`config.mk`:
```
export PLATFORM = sky130hd
export DESIGN_NAME = frame_capture_buf
export DESIGN_NICKNAME = d
export VERILOG_FILES = /design/src/rtl/fcb_pkg.sv /design/src/rtl/fcb_sync2.sv /design/src/rtl/fcb_ctrl.sv /design/src/rtl/fcb_stage.sv /design/src/rtl/frame_capture_buf.sv
export SDC_FILE = /design/constraint.sdc
export NUM_CORES = 1
export LEC_CHECK = 0
export ABC_AREA = 0
export BUFFER_PORTS_ARGS = -buffer_cell sky130_fd_sc_hd__buf_2
export CAP_MARGIN = 40
export CORE_ASPECT_RATIO = 1.1
export CORE_MARGIN = 2
export CORE_UTILIZATION = 68
export CTS_BUF_LIST = sky130_fd_sc_hd__clkbuf_8
export CTS_CLUSTER_SIZE = 28
export DETAILED_ROUTE_END_ITERATION = 8
export GPL_ROUTABILITY_DRIVEN = 1
export PLACE_DENSITY = 0.93
export SETUP_SLACK_MARGIN = 0.05
export SLEW_MARGIN = 0
export SYNTH_ARGS = -nofsm -noshare
export SYNTH_HDL_FRONTEND = slang
export SYNTH_SLANG_ARGS = --single-unit
```
`constraint.sdc`:
```
create_clock -name clk_i -period 3.22 [get_ports clk_i]
set_clock_uncertainty 0.05 [all_clocks]
set_input_delay 0.322 -clock clk_i [delete_from_list [all_inputs] [get_ports clk_i]]
set_output_delay 0.322 -clock clk_i [all_outputs]
set_load 0.05 [all_outputs]
```
`src/rtl/fcb_pkg.sv`:
```
package fcb_pkg;
    localparam int unsigned DEF_STAGE_W  = 8;
    localparam int unsigned DEF_N_STAGES = 8;
endpackage

```
`src/rtl/fcb_sync2.sv`:
```
module fcb_sync2 #(
    parameter int unsigned W = 1
) (
    input  logic         clk_i,
    input  logic         rst_i,
    input  logic [W-1:0] async_i,
    output logic [W-1:0] sync_o
);
    typedef struct packed {
        logic [W-1:0] meta;
        logic [W-1:0] sync;
    } sync_state_t;

    sync_state_t st_d, st_q;

    always_comb begin
        st_d      = st_q;
        st_d.meta = async_i;
        st_d.sync = st_q.meta;
    end

    always_ff @(posedge clk_i) begin
        if (rst_i) st_q <= '0;
        else       st_q <= st_d;
    end

    assign sync_o = st_q.sync;
endmodule

```
`src/rtl/fcb_ctrl.sv`:
```
module fcb_ctrl #(
    parameter int unsigned FRAME_BITS = 64
) (
    input  logic clk_i,
    input  logic rst_i,
    input  logic data_s_i,
    input  logic en_s_i,
    input  logic step_s_i,
    input  logic strobe_i,
    output logic busy_o,
    output logic shift_en_o,
    output logic rot_en_o
);
    localparam int unsigned CNT_W = $clog2(FRAME_BITS);
    localparam logic [CNT_W-1:0] LAST = CNT_W'(FRAME_BITS - 1);

    typedef struct packed {
        logic             busy;
        logic [CNT_W-1:0] cnt;
        logic             data_prev;
        logic             step_prev;
    } ctrl_state_t;

    ctrl_state_t st_d, st_q;
    logic data_edge;

    always_comb begin
        st_d           = st_q;
        st_d.data_prev = data_s_i;
        st_d.step_prev = step_s_i;
        data_edge      = data_s_i != st_q.data_prev;
        if (!st_q.busy) begin
            st_d.cnt = '0;
            if (en_s_i && data_edge) st_d.busy = 1'b1;
        end else if (strobe_i) begin
            if (st_q.cnt == LAST) begin
                st_d.busy = 1'b0;
                st_d.cnt  = '0;
            end else begin
                st_d.cnt = st_q.cnt + 1'b1;
            end
        end
    end

    always_ff @(posedge clk_i) begin
        if (rst_i) st_q <= '0;
        else       st_q <= st_d;
    end

    assign busy_o     = st_q.busy;
    assign shift_en_o = st_q.busy && strobe_i;
    assign rot_en_o   = !st_q.busy && step_s_i && !st_q.step_prev;

    // counter is parked at zero whenever idle
    p_cnt_idle_r4: assert property (@(posedge clk_i) disable iff (rst_i)
        !st_q.busy |-> st_q.cnt == '0);
    // without a strobe the count does not move while busy
    p_cnt_hold_r5: assert property (@(posedge clk_i) disable iff (rst_i)
        (st_q.busy && !strobe_i) |=> $stable(st_q.cnt));
    // busy ends only on the final strobe
    p_busy_fall_r4: assert property (@(posedge clk_i) disable iff (rst_i)
        $fell(st_q.busy) |-> ($past(st_q.cnt) == LAST && $past(strobe_i)));
    // a capture starts only with the enable present
    p_start_en_r3: assert property (@(posedge clk_i) disable iff (rst_i)
        $rose(st_q.busy) |-> $past(en_s_i));
endmodule

```
`src/rtl/fcb_stage.sv`:
```
module fcb_stage #(
    parameter int unsigned W = 8
) (
    input  logic clk_i,
    input  logic rst_i,
    input  logic shift_en_i,
    input  logic rot_en_i,
    input  logic ser_i,
    output logic ser_o
);
    typedef struct packed {
        logic [W-1:0] bits;
    } stage_state_t;

    stage_state_t st_d, st_q;

    always_comb begin
        st_d = st_q;
        if (shift_en_i)    st_d.bits = {st_q.bits[W-2:0], ser_i};
        else if (rot_en_i) st_d.bits = {st_q.bits[W-2:0], st_q.bits[W-1]};
    end

    always_ff @(posedge clk_i) begin
        if (rst_i) st_q <= '0;
        else       st_q <= st_d;
    end

    assign ser_o = st_q.bits[W-1];

    // contents hold when neither shifting nor rotating
    p_stage_hold_r8: assert property (@(posedge clk_i) disable iff (rst_i)
        (!shift_en_i && !rot_en_i) |=> $stable(st_q.bits));
endmodule

```
`src/rtl/frame_capture_buf.sv`:
```
module frame_capture_buf #(
    parameter int unsigned STAGE_W  = fcb_pkg::DEF_STAGE_W,
    parameter int unsigned N_STAGES = fcb_pkg::DEF_N_STAGES
) (
    input  logic                clk_i,
    input  logic                rst_i,
    input  logic                ser_data_i,
    input  logic                bit_strobe_i,
    input  logic                host_en_i,
    input  logic                host_step_i,
    output logic                busy_o,
    output logic [N_STAGES-1:0] slice_o
);
    localparam int unsigned FRAME_BITS = STAGE_W * N_STAGES;

    logic [2:0]          sync_q;
    logic                data_s, en_s, step_s;
    logic                shift_en, rot_en;
    logic [N_STAGES:0]   chain;

    fcb_sync2 #(.W(3)) u_sync (
        .clk_i   (clk_i),
        .rst_i   (rst_i),
        .async_i ({host_step_i, host_en_i, ser_data_i}),
        .sync_o  (sync_q)
    );

    assign data_s = sync_q[0];
    assign en_s   = sync_q[1];
    assign step_s = sync_q[2];

    fcb_ctrl #(.FRAME_BITS(FRAME_BITS)) u_ctrl (
        .clk_i      (clk_i),
        .rst_i      (rst_i),
        .data_s_i   (data_s),
        .en_s_i     (en_s),
        .step_s_i   (step_s),
        .strobe_i   (bit_strobe_i),
        .busy_o     (busy_o),
        .shift_en_o (shift_en),
        .rot_en_o   (rot_en)
    );

    assign chain[0] = data_s;

    for (genvar g = 0; g < N_STAGES; g++) begin : g_stage
        fcb_stage #(.W(STAGE_W)) u_stage (
            .clk_i      (clk_i),
            .rst_i      (rst_i),
            .shift_en_i (shift_en),
            .rot_en_i   (rot_en),
            .ser_i      (chain[g]),
            .ser_o      (chain[g+1])
        );
        assign slice_o[g] = chain[g+1];
    end

    // shifting and rotation are never requested together
    p_excl_r7: assert property (@(posedge clk_i) disable iff (rst_i)
        $onehot0({shift_en, rot_en}));
    // idle with no step leaves the slice port steady
    p_slice_hold_r8: assert property (@(posedge clk_i) disable iff (rst_i)
        (!shift_en && !rot_en) |=> $stable(slice_o));
    // reset state visible at the ports
    p_reset_r1: assert property (@(posedge clk_i)
        $past(rst_i) |-> (!busy_o && slice_o == '0));
endmodule

```
==> results.json <==
{
  "cts_buffer_depth": 2,
  "r2r_end": "g_stage[4].u_stage.st_q[0]$_SDFFE_PP0P_",
  "via_per_inst": 6.06,
  "final_area_um2": 3180,
  "syn_inst": 359,
  "cts_hold_buffers": 0,
  "core_area_um2": 4350,
  "finalPower_mw": 1.66,
  "final_cell_mix": "dfxtp_1, nand3_1, a21oi_1",
  "cts_inserted_buffers": 9,
  "clk-insertion-delay-late_ps": 340,
  "wl_per_cell_um": 13.5,
  "place.gp.congestion": 0.777,
  "power_density_nw_per_um2": 521,
  "reg2reg_depth": 4,
  "drtAntennaViolNets": 0,
  "maxCapViolCount": 0,
  "p_leak_nw": 1.10,
  "fin_ws_ps": 1550,
  "rsz0062_at_grt": "no",
  "worstPathRequired_ps": 3430,
  "grt_pass1_wl_um": 8830,
  "core.rowCount": 25,
  "rr_startpoint": "u_ctrl.busy_o$_SDFF_PP0_",
  "ys_seq_area_share_pct": 50.8,
  "finish.utilization_pct": 73.2,
  "via_count": 2436,
  "chipHeight_um": 75.0,
  "pre_cts_ws_ps": 1530,
  "routed_wl_um": 5410,
  "groute.layer.met3.usage_pct": 4.48,
  "cts_resized": 0,
  "mostFrequentLayoutCell": "dfxtp_1",
  "finalHoldViolCount": 0,
  "drc": 0,
  "slowest_stage": "buf_4",
  "max_freq_ghz": 0.598,
  "die-area_um2": 5140,
  "startpoint_type": "register",
  "nets": 353,
  "cts-htree-levels": 3,
  "grt_max_degree": 65,
  "cp_data_arrival_time_ps": 1880,
  "use_met2_pct": 36.5,
  "drive_gt1_share_pct": 10.9,
  "grt_use_met1_pct": 29.0,
  "finalSetupTns_ps": 0,
  "hold_start": "ser_data_i",
  "avgSynthCellArea_um2": 8.67,
  "max_stage_delay_ps": 500,
  "synth_cell_types": 28,
  "clock_sinks": 79,
  "min_period_over_period_pct": 52.0,
  "crit_path_end_kind": "register",
  "setup_viol": 0,
  "hp-class": "input pin to register",
  "status": "finished, final reports clean",
  "placed_area_um2": 3030,
  "gr-total-overflow": 0,
  "worstMarginPinSlew_ps": 836,
  "areaGrowthSynthToFinish_pct": 2.25,
  "grt_pass1_vias": 2044,
  "hpwl_um": 3000,
  "post_cts.repair.setup_buffers": 0,
  "cts_tree": "done",
  "syn-num-nets": 366,
  "drtIter0Drc": 224,
  "floorplan.initialDensity_pct": 71.6,
  "ff2ff_setup_slack_ps": 1550,
  "worstSetupPathType": "register to register",
  "worstHoldEndpoint": "u_sync.st_d[0]$_SDFF_PP0_",
  "root_buffer": "clkbuf_8",
  "grt.busiest_layer": "met2",
  "antenna_found_initial": 0,
  "ir_worst_vdd_mv": 0.275,
  "worstPathMaxFanout": 64,
  "path_cells": "or3b_2 -> buf_4 -> nor2_1 -> nor4_2",
  "path_clk_slew_ps": 70,
  "relSlewSlack_pct": 44.3,
  "die_width_um": 68.5,
  "period_needed_ps": 1670,
  "ys_ff_latch": 79,
  "n_antenna_cell": 0,
  "ioPinCount": 15,
  "dr.pass1.iters": 4,
  "slew_viol_final": 0,
  "hold_depth": 2,
  "syn_area_um2": 3110,
  "port_buffers": 14,
  "grt.total_usage_pct": 22.7,
  "yosysWarningCount": 0
}
-- critical path: cells and delay by family, from the launching register on --
family / cells / cell delay, ps
buf+inv: 1 / 500
flops: 1 / 480
simple gates: 3 / 540
-- routing by layer --
layer	wire length, µm	share of wire (%)
met5	0	0
met3	220	4.1
met1	2530	47
met4	94	1.7
met2	2560	47
-- cells by family after synthesis --
| family | Yosys count | share of synthesized area [%] |
|---|---|---|
| compound gates | 115 | 18.6 |
| xor+xnor | 5 | 1.41 |
| fa+ha+maj | 1 | 0.402 |
| buf+inv | 43 | 8.72 |
| flops | 79 | 50.8 |
| mux | 1 | 0.322 |
| simple gates | 115 | 19.7 |
-- stage by stage --
step / instances / hold WS, ps
after floorplan: 359 / 364
after global placement: 388 / 366
after detailed placement: 389 / 384
after CTS: 402 / 137
after global routing: 402 / 148
final: 402 / 138
-- power breakdown --
| group | leakage [nW] | total (mW) | switching, mW | internal, mW |
|---|---|---|---|---|
| Sequential | 0.639 | 0.993 | 0.00533 | 0.988 |
| Clock | 0.0850 | 0.599 | 0.316 | 0.283 |
| Combinational | 0.378 | 0.0651 | 0.0465 | 0.0186 |
| Total | 1.10 | 1.66 | 0.368 | 1.29 |
-- state kept, by name, indices dropped and copies added (netlist names) --
signal / count
g_stage.u_stage.st_q: 64
u_ctrl.busy_o: 1
u_ctrl.st_q: 8
u_sync.st_d: 3
u_sync.sync_o: 3
-- cells in the mapped netlist --
cell	instances	area, µm²
xor2_1	4	35.0
clkbuf_1	12	45.0
nand2b_1	1	6.26
nor3_1	8	40.0
ha_1	1	12.5
nor2_1	22	82.6
a21oi_1	57	285
or3b_1	1	8.76
nor4_2	4	50.1
or3_1	1	6.26
o21ai_1	11	55.1
nand4_1	2	12.5
buf_4	11	82.6
a41o_1	1	10.0
dfxtp_1	79	1580
nand3_1	57	285
and2_1	1	6.26
buf_6	7	78.8
nor3b_4	1	18.8
mux2i_1	1	10.0
and3_1	1	6.26
xnor2_1	1	8.76
nand2_1	4	15.0
buf_2	8	40.0
clkbuf_2	5	25.0
nor4_1	4	25.0
o21ai_0	46	230
nor2b_1	8	50.1
-- area by class of cell --
class	instances	area (µm²)
sequential	79	1580
multi-input combinational	237	1260
fill	296	1160
clock buffer	10	138
timing repair buffer	19	120
tap	54	67.6
clock inverter	3	13.8
-- worst max-delay path by stage --
stage / start / end / slack, ps / cells past startpoint
after floorplan: u_ctrl.busy_o$_SDFF_PP0_ / g_stage[4].u_stage.st_q[0]$_SDFFE_PP0P_ / 1620 / 5
final: u_ctrl.busy_o$_SDFF_PP0_ / g_stage[4].u_stage.st_q[0]$_SDFFE_PP0P_ / 1550 / 4
after CTS: u_ctrl.busy_o$_SDFF_PP0_ / g_stage[0].u_stage.st_q[0]$_SDFFE_PP0P_ / 1560 / 4
after detailed placement: rst_i / g_stage[3].u_stage.st_q[0]$_SDFFE_PP0P_ / 1530 / 3
after global placement: bit_strobe_i / g_stage[2].u_stage.st_q[4]$_SDFFE_PP0P_ / 1470 / 4
after global routing: u_ctrl.busy_o$_SDFF_PP0_ / g_stage[0].u_stage.st_q[0]$_SDFFE_PP0P_ / 1370 / 4
No activity file was read; power rests on OpenSTA's default activity.
